===== src/rtl/tmr_front_pkg.sv =====
package tmr_front_pkg;
    localparam int FLAG_W        = 16;
    localparam int FLAG_LANES    = FLAG_W / 8;
    localparam int FLAG_ACC_OVF  = 8;
    localparam int FLAG_PRE_WRAP = 9;
endpackage


===== src/rtl/tmr_sync_bank.sv =====
module tmr_sync_bank #(
    parameter int NPIN = 4
) (
    input  logic            clk,
    input  logic            rst_n,
    input  logic            adv_i,
    input  logic [NPIN-1:0] pins_i,
    output logic [NPIN-1:0] sync_o,
    output logic [NPIN-1:0] rise_o
);
    typedef struct packed {
        logic [NPIN-1:0] s1;
        logic [NPIN-1:0] s2;
        logic [NPIN-1:0] s3;
    } sync_t;

    sync_t q, d;

    always_comb begin
        d = q;
        if (adv_i) begin
            d.s1 = pins_i;
            d.s2 = q.s1;
            d.s3 = q.s2;
        end
    end

    always_ff @(posedge clk or negedge rst_n) begin
        if (!rst_n) q <= '0;
        else        q <= d;
    end

    assign sync_o = q.s2;

    for (genvar i = 0; i < NPIN; i++) begin : g_edge
        assign rise_o[i] = adv_i & q.s2[i] & ~q.s3[i];
    end
endmodule


===== src/rtl/tmr_prescaler.sv =====
module tmr_prescaler #(
    parameter int W = 9
) (
    input  logic         clk,
    input  logic         rst_n,
    input  logic         adv_i,
    output logic [W-1:0] count_o,
    output logic [W-3:0] taps_o,
    output logic         wrap_o
);
    typedef struct packed {
        logic [W-1:0] cnt;
    } pre_t;

    pre_t q, d;

    always_comb begin
        d = q;
        if (adv_i) d.cnt = q.cnt + W'(1);
    end

    always_ff @(posedge clk or negedge rst_n) begin
        if (!rst_n) q <= '0;
        else        q <= d;
    end

    assign count_o = q.cnt;
    assign taps_o  = q.cnt[W-2:1];
    assign wrap_o  = adv_i & (&q.cnt);
endmodule


===== src/rtl/tmr_flag_bank.sv =====
module tmr_flag_bank
    import tmr_front_pkg::*;
(
    input  logic                  clk,
    input  logic                  rst_n,
    input  logic [FLAG_W-1:0]     evt_i,
    input  logic [FLAG_LANES-1:0] clr_we_i,
    input  logic [FLAG_W-1:0]     clr_data_i,
    input  logic [FLAG_LANES-1:0] msk_we_i,
    input  logic [FLAG_W-1:0]     msk_data_i,
    output logic [FLAG_W-1:0]     flags_o,
    output logic                  irq_o
);
    typedef struct packed {
        logic [FLAG_W-1:0] flags;
        logic [FLAG_W-1:0] mask;
    } fb_t;

    fb_t q, d;

    always_comb begin
        d = q;
        for (int l = 0; l < FLAG_LANES; l++) begin
            if (clr_we_i[l]) d.flags[l*8 +: 8] = q.flags[l*8 +: 8] & ~clr_data_i[l*8 +: 8];
            if (msk_we_i[l]) d.mask[l*8 +: 8]  = msk_data_i[l*8 +: 8];
        end
        d.flags = d.flags | evt_i;
    end

    always_ff @(posedge clk or negedge rst_n) begin
        if (!rst_n) q <= '0;
        else        q <= d;
    end

    assign flags_o = q.flags;
    assign irq_o   = |(q.flags & q.mask);
endmodule


===== src/rtl/tmr_front.sv =====
module tmr_front
    import tmr_front_pkg::*;
#(
    parameter int NPIN    = 4,
    parameter int PRE_W   = 9,
    parameter int ACC_W   = 8,
    parameter int ACC_PIN = 0
) (
    input  logic                  clk,
    input  logic                  rst_n,
    input  logic                  ctl_we_i,
    input  logic                  ctl_stop_i,
    input  logic                  ctl_step_i,
    input  logic [NPIN-1:0]       pins_i,
    input  logic [FLAG_LANES-1:0] flag_we_i,
    input  logic [FLAG_W-1:0]     flag_wdata_i,
    input  logic [FLAG_LANES-1:0] msk_we_i,
    input  logic [FLAG_W-1:0]     msk_wdata_i,
    output logic [PRE_W-1:0]      presc_o,
    output logic [PRE_W-3:0]      tap_o,
    output logic [ACC_W-1:0]      acc_o,
    output logic [NPIN-1:0]       pin_view_o,
    output logic [FLAG_W-1:0]     flags_o,
    output logic                  irq_o,
    output logic                  stop_o,
    output logic                  step_o
);
    typedef struct packed {
        logic             stop;
        logic             step;
        logic [NPIN-1:0]  snap;
        logic [ACC_W-1:0] acc;
    } ctl_t;

    ctl_t q, d;

    logic              adv_w;
    logic [NPIN-1:0]   sync_w;
    logic [NPIN-1:0]   rise_w;
    logic              wrap_w;
    logic              acc_inc_w;
    logic              acc_ovf_w;
    logic [FLAG_W-1:0] evt_w;

    assign adv_w     = ~q.stop | q.step;
    assign acc_inc_w = ~q.stop & rise_w[ACC_PIN];
    assign acc_ovf_w = acc_inc_w & (&q.acc);

    tmr_prescaler #(.W(PRE_W)) u_pre (
        .clk     (clk),
        .rst_n   (rst_n),
        .adv_i   (adv_w),
        .count_o (presc_o),
        .taps_o  (tap_o),
        .wrap_o  (wrap_w)
    );

    tmr_sync_bank #(.NPIN(NPIN)) u_sync (
        .clk    (clk),
        .rst_n  (rst_n),
        .adv_i  (adv_w),
        .pins_i (pins_i),
        .sync_o (sync_w),
        .rise_o (rise_w)
    );

    always_comb begin
        evt_w                = '0;
        evt_w[NPIN-1:0]      = rise_w;
        evt_w[FLAG_ACC_OVF]  = acc_ovf_w;
        evt_w[FLAG_PRE_WRAP] = wrap_w;
    end

    tmr_flag_bank u_flags (
        .clk        (clk),
        .rst_n      (rst_n),
        .evt_i      (evt_w),
        .clr_we_i   (flag_we_i),
        .clr_data_i (flag_wdata_i),
        .msk_we_i   (msk_we_i),
        .msk_data_i (msk_wdata_i),
        .flags_o    (flags_o),
        .irq_o      (irq_o)
    );

    always_comb begin
        d      = q;
        d.step = 1'b0;
        if (ctl_we_i) begin
            d.stop = ctl_stop_i;
            d.step = ctl_step_i & ctl_stop_i & q.stop;
            if (ctl_stop_i && !q.stop) d.snap = sync_w;
        end
        if (acc_inc_w) d.acc = q.acc + ACC_W'(1);
    end

    always_ff @(posedge clk or negedge rst_n) begin
        if (!rst_n) q <= '0;
        else        q <= d;
    end

    assign acc_o      = q.acc;
    assign pin_view_o = q.stop ? q.snap : sync_w;
    assign stop_o     = q.stop;
    assign step_o     = q.step;
endmodule


===== config.mk =====
export PLATFORM = sky130hd
export DESIGN_NAME = tmr_front
export DESIGN_NICKNAME = d
export VERILOG_FILES = /design/src/rtl/tmr_front_pkg.sv /design/src/rtl/tmr_sync_bank.sv /design/src/rtl/tmr_prescaler.sv /design/src/rtl/tmr_flag_bank.sv /design/src/rtl/tmr_front.sv
export SDC_FILE = /design/constraint.sdc
export NUM_CORES = 1
export LEC_CHECK = 0
export CORE_AREA = 5 5 83 85
export DETAILED_ROUTE_END_ITERATION = 6
export DIE_AREA = 0 0 88 90
export PLACE_DENSITY = 0.94
export SYNTH_ARGS = -nofsm -noshare
export SYNTH_HDL_FRONTEND = slang
export SYNTH_SLANG_ARGS = --single-unit

===== constraint.sdc =====
create_clock -name clk -period 3.7 [get_ports clk]
set_input_delay 0.74 -clock clk [delete_from_list [all_inputs] [get_ports clk]]
set_output_delay 0.74 -clock clk [all_outputs]
set_load 0.02 [all_outputs]

==> results of run 1 <==
==> final cells by class <==
cell class	instances	area [um2]
Fill cell	472	2220
Sequential cell	67	1680
Multi-Input combinational cell	139	993
Timing Repair Buffer	92	913
Clock buffer	9	124
Tap cell	77	96.3
Clock inverter	7	92.6
Inverter	4	15.0
==> synthesized netlist by cell type <==
cell       n
a21boi_0  10
a221oi_1   4
a22o_1     5
a32o_1     4
and3_1     3
and4_1     1
buf_2      4
buf_4     31
buf_6      1
clkbuf_1   2
dfrtp_1   67
ha_1       3
inv_1      4
mux2_2    26
nand2_1   45
nand2b_1   1
nand3_1    2
nand3b_1   1
nand4_1    9
nor2_1     2
nor2b_2    1
nor3_1     2
nor3b_4    1
o21ai_0    4
o21ai_1    1
xnor2_1   10
xor2_1     4
==> sequential cells by signal, indices dropped and copies added, names as in the netlist <==
register	cells
stop_o	1
q	4
acc_o	8
u_flags.flags_o	16
step_o	1
u_sync.sync_o	4
u_flags.q	16
u_sync.q	8
u_pre.count_o	9
==> power by group through the flow <==
stage / clock network (mW) / logic [mW] / registers [mW]
floorplan: 0 / 0.433 / 1.03
global placement: 0 / 0.705 / 1.01
detailed placement: 0 / 0.721 / 1.03
CTS: 0.665 / 0.725 / 1.02
global route: 0.691 / 0.765 / 1.04
finish: 0.645 / 0.712 / 1.01
==> kinds of logic after synthesis <==
group / Yosys count
fa+ha+maj: 3
compound gates: 28
xor+xnor: 14
flops: 67
simple gates: 68
mux: 26
buf+inv: 42
==> cell usage in the layout (no fill, tap or decap), drive strengths merged, types with 4 or more instances in the layout <==
cell / count
clkinv: 5
a221oi: 4
a32o: 4
xor2: 4
nand2: 45
a21boi: 10
inv: 4
clkbuf: 9
xnor2: 10
dfrtp: 67
mux2: 26
clkdlybuf4s50: 90
a22o: 5
nand4: 9
o21ai: 5
==> critical path, delay by kind of cell, from the launching register on <==
kind	cells	cell delay, ns
buf+inv	1	0.56
compound gates	2	0.48
simple gates	1	0.14
flops	1	0.41
==> metal layers <==
| metal | track usage [%] | vias to the layer above | share of wire [%] |
|---|---|---|---|
| met5 | 0 | - | 0 |
| met4 | 7.29 | 0 | 1.6 |
| met3 | 4.75 | 11 | 8.4 |
| met2 | 27.3 | 70 | 49 |
| met1 | 21.7 | 974 | 41 |
| li1 | - | 957 | - |
==> worst max-delay path by stage <==
stage                  startpoint    end  slack (ns)  depth (start not counted)
2_1_floorplan        u_flags.q[0]  irq_o        1.93                          3
3_3_place_gp   u_flags.flags_o[0]  irq_o        1.43                          4
3_5_place_dp   u_flags.flags_o[1]  irq_o        1.37                          4
4_1_cts        u_flags.flags_o[1]  irq_o         1.0                          4
5_1_grt        u_flags.flags_o[1]  irq_o        0.92                          4
6_report       u_flags.flags_o[1]  irq_o        1.05                          4
==> stage by stage <==
step	util, %	instance area [um2]	std cells	hold slack, ns	power, mW
final	63.8	3910	395	0.341	2.37
after global routing	63.8	3910	395	0.351	2.50
after CTS	63.8	3910	395	0.329	2.41
after detailed placement	60.3	3690	379	0.456	1.75
after global placement	60.3	3690	379	0.449	1.72
after floorplan	-	2960	248	0.439	1.46
==> flow_summary.ini, run 1 <==
[timing]
fin_crit_sh_pct = 71.5
grt_setup_unrepaired = false
slew_violations = 0
hold_viol = 0
setup_viol_count_final = 0
post-route-min-period_ns = 2.65
clock-skew-final_ns = 0.00355
fin_ws_ns = 1.05
tns_ns = 0
max_freq_mhz = 378
max_slew_margin_pct = 38.9
worstMarginPinSlew_ns = 0.916

[logic_synthesis]
netlist_area_mm2 = 0.00296
synth_top_area_share_pct = 56.7
synth_largest_area_cell = dfrtp_1
synth_xor_area_share_pct = 4.15
ys.warnings.count = 0
synth_compound_area_share_pct = 7.41
synthAdderAreaFrac_pct = 1.27
ys_ff_latch = 67
postSynthAreaPerCell_um2 = 11.9
syn_inst = 248
ys_types = 27
syn_nets = 296
yosysSeqAreaShare_pct = 56.7
synth-simple-area-share_pct = 10.9
synth_top_family_by_area = simple AND/OR/NAND/NOR gates
muxShareOfSynthArea_pct = 9.90
yosys-top-cells-area = dfrtp_1, mux2_2, buf_4

[route]
ant_nets = 0
drt_iter0_drc = 52
drtPass1Iterations = 4
vias = 2012
wl_mm = 6.44
vias_per_cell = 5.09
drc = 0
wl_per_cell_um = 16.3

[clock_tree]
cts_tree = built
cts_root_buffer = clkbuf_8
cts_setup_buffers = 0
cts_sinks = 67
numCtsBuffers = 9
clock_latency_ns = 0.33
h-tree-depth = 3
clockBufferDepth = 2
hold_buffers = 0
cts-resized-gates = 0
clk_pin_slew_ns = 0.07

[grt]
gr-total-overflow = 0
antenna_found_initial = 0
grt_first_pass_wirelength_mm = 10.5
grt_max_degree = 50
grtUsageTotal_pct = 17.2
grt_pass1_vias = 2117

[worst_hold_path]
hold_class = in2async

[critical_path]
startpoint_type = register
critPathMaxFanout = 3
r2r_cells = 2
crit_path_end_kind = output pin
rr_startpoint = stop_o
r2r-end = u_flags.flags_o[0]
cp_slowest_cell = clkdlybuf4s50_1
crit_required_ns = 2.96
arrival_ns = 1.91
regToRegSetupSlack_ns = 1.89
worstPathCellList = a22o_1 > a221oi_1 > nand4_1 > clkdlybuf4s50_1
cpPeakStageDelay_ns = 0.56
crit_type = reg2out

[placed_design]
place_hpwl_mm = 4.77
port_buffers = 91
post-place-ws_ns = 1.37
gp_congestion = 0.786

[run_status]
status = finished clean

[power]
p_leak_nw = 1.71
combPwrFrac_pct = 30.0
powerDensity_mw_per_mm2 = 606
peakVddDrop_mv = 0.426
sequentialPowerShare_pct = 42.8
p_switching_mw = 0.749
swShare_pct = 31.6
clock_power_share_pct = 27.2
p_int_mw = 1.62

[die]
die_w_um = 88
core_area_mm2 = 0.00613
fp.dieH_um = 90
io_pins = 92
start_util_pct = 48.2
die_area_mm2 = 0.00792
core.rowCount = 29

[cells_and_area]
final_nets = 361
area_growth_pct = 32.3
antenna_cells = 0
drive_gt1_share_pct = 14.5

[run]
maxCapViolCount = 0
Power figures use the tool's default switching activity.
==> run 2, diff against run 1 <==
Settings changed: CORE_AREA 5 5 83 85 to 5 5 87 89, DIE_AREA 0 0 88 90 to 0 0 92 94, PLACE_DENSITY 0.94 to 0.87.
Clock period 3.7 ns to 2.45 ns, I/O delays scaled along.
==> run 2 against run 1 <==
  * Non-clock buffer count rose by 1
  * First-iteration DRC count rose by 12%
  * Design area did not move
  * Count of clock-buffer cells in the layout rose by 2
  * Sequential power rose by 51%
  * Combinational power rose by 50%
  * Routed wire length fell by 1.2%
  * Critical path type unchanged
  * Highest routed layer unchanged
==> flow_summary.ini, run 2 (synthesis results as in run 1) <==
[placed_design]
port_buffers = 91
place_hpwl_mm = 4.68
gp_congestion = 0.774
post-place-cells = 383

[cells_and_area]
drive_gt1_share_pct = 14.4
final_nets = 362
multi_input_area_um2 = 993
layout_commonest_cell = clkdlybuf4s50_1
regArea_mm2 = 0.00168
mostFrequentLayoutCells = clkdlybuf4s50_1, dfrtp_1, nand2_1
fin_cells = 399
final.fill_count = 573
antenna_cells = 0
area_growth_pct = 32.3

[clock_tree]
clockBufferDepth = 2
cts_sinks = 67
cts-resized-gates = 1
cts_setup_buffers = 0
h-tree-depth = 3
clock_latency_ns = 0.33
cts_tree = built
numCtsBuffers = 9
cts_root_buffer = clkbuf_8
hold_buffers = 0
clk_pin_slew_ns = 0.07

[grt]
gr-total-overflow = 0
antenna_found_initial = 0
grt_pass1_vias = 2029
grtUsageTotal_pct = 15.9
grt_first_pass_wirelength_mm = 10.6
grt_max_degree = 45

[timing]
fin_crit_sh_pct = 94.5
hold_viol = 0
clock-skew-final_ns = 0.00898
worstMarginPinSlew_ns = 0.567
grt_setup_unrepaired = false
post-route-min-period_ns = 2.31
hold-worst-slack_ns = 0.145
setup_viol_count_final = 0
tns_ns = 0
max_freq_mhz = 432
max_slew_margin_pct = 62.0
slew_violations = 0

[route]
vias = 2002
wl_mm = 6.36
drt_iter0_drc = 58
drtPass1Iterations = 4
vias_per_cell = 5.02
ant_nets = 0
drc = 0
wl_per_cell_um = 15.9

[power]
powerDensity_mw_per_mm2 = 892
p_leak_nw = 1.71
p_int_mw = 2.37
finalPower_mw = 3.49
swShare_pct = 32.1
peakVddDrop_mv = 0.766
p_switching_mw = 1.12
sequentialPowerShare_pct = 43.7
combPwrFrac_pct = 30.8
clock_power_share_pct = 25.5

[run_status]
status = finished clean

[die]
core_area_mm2 = 0.00668
start_util_pct = 44.3
core.rowCount = 30
fp.dieH_um = 94
io_pins = 92
die_w_um = 92
die_area_mm2 = 0.00865

[critical_path]
critPathMaxFanout = 11
startpoint_type = register
crit_type = reg2out
crit_path_end_kind = output pin
arrival_ns = 1.82
r2r_cells = 3
crit_required_ns = 1.96

[worst_hold_path]
hold_class = in2async

[run]
maxCapViolCount = 0
==> run 2: cell count changes in the layout (fill, tap and decap cells not counted), sizes merged <==
cell | previous run | this run
dlygate4sd2 | 0 | 1
buf | 2 | 3
clkdlybuf4s50 | 90 | 89
clkinvlp | 0 | 1
bufinv | 2 | 1
clkinv | 5 | 3
clkbuf | 9 | 11
==> run 2: power by group through the flow <==
stage | combinational [mW] | sequential, mW | clock (mW)
finish | 1.07 | 1.53 | 0.889
global route | 1.16 | 1.56 | 0.958
CTS | 1.09 | 1.53 | 0.907
detailed placement | 1.09 | 1.55 | 0
global placement | 1.08 | 1.54 | 0
floorplan | 0.654 | 1.55 | 0
==> run 2: cell type report <==
class | count | area share (%)
Clock buffer | 11 | 3.61
Clock inverter | 5 | 1.34
Inverter | 4 | 0.384
Multi-Input combinational cell | 139 | 25.4
Sequential cell | 67 | 42.9
Tap cell | 80 | 2.56
Timing Repair Buffer | 93 | 23.8
==> run 2: critical path, cell delays in order (launching register included) <==
cell and delay, ns:
dfrtp_1 0.57, mux2_2 0.39, clkdlybuf4s50_1 0.54
==> run 2: stage by stage <==
step,worst slack [ns],utilization [%],instance area (um2)
6_report,0.135,58.5,3910
3_3_place_gp,0.403,55.7,3720
5_1_grt,0.0423,58.5,3910
2_1_floorplan,0.930,-,2960
3_5_place_dp,0.367,55.7,3720
4_1_cts,0.106,58.5,3910
==> run 2: final timing paths <==
check                              from                  to  slack [ns]
max                              stop_o       pin_view_o[2]        0.14
min                               rst_n  u_flags.flags_o[7]        0.14
max reg2reg                      stop_o    u_pre.count_o[7]        0.86
min reg2reg                u_sync.q[10]        u_sync.q[10]        0.47
max in group asynchronous         rst_n       u_flags.q[12]        1.67
min in group clk           u_sync.q[10]        u_sync.q[10]        0.47
==> run 2: routing by layer <==
metal  vias up  GRT usage, %  wire length [um]
li1        957             -                 -
met1       962          20.9              2850
met2        73          24.6              2990
met3        10          4.49               410
met4         0          6.93               109
met5         -             0                 0
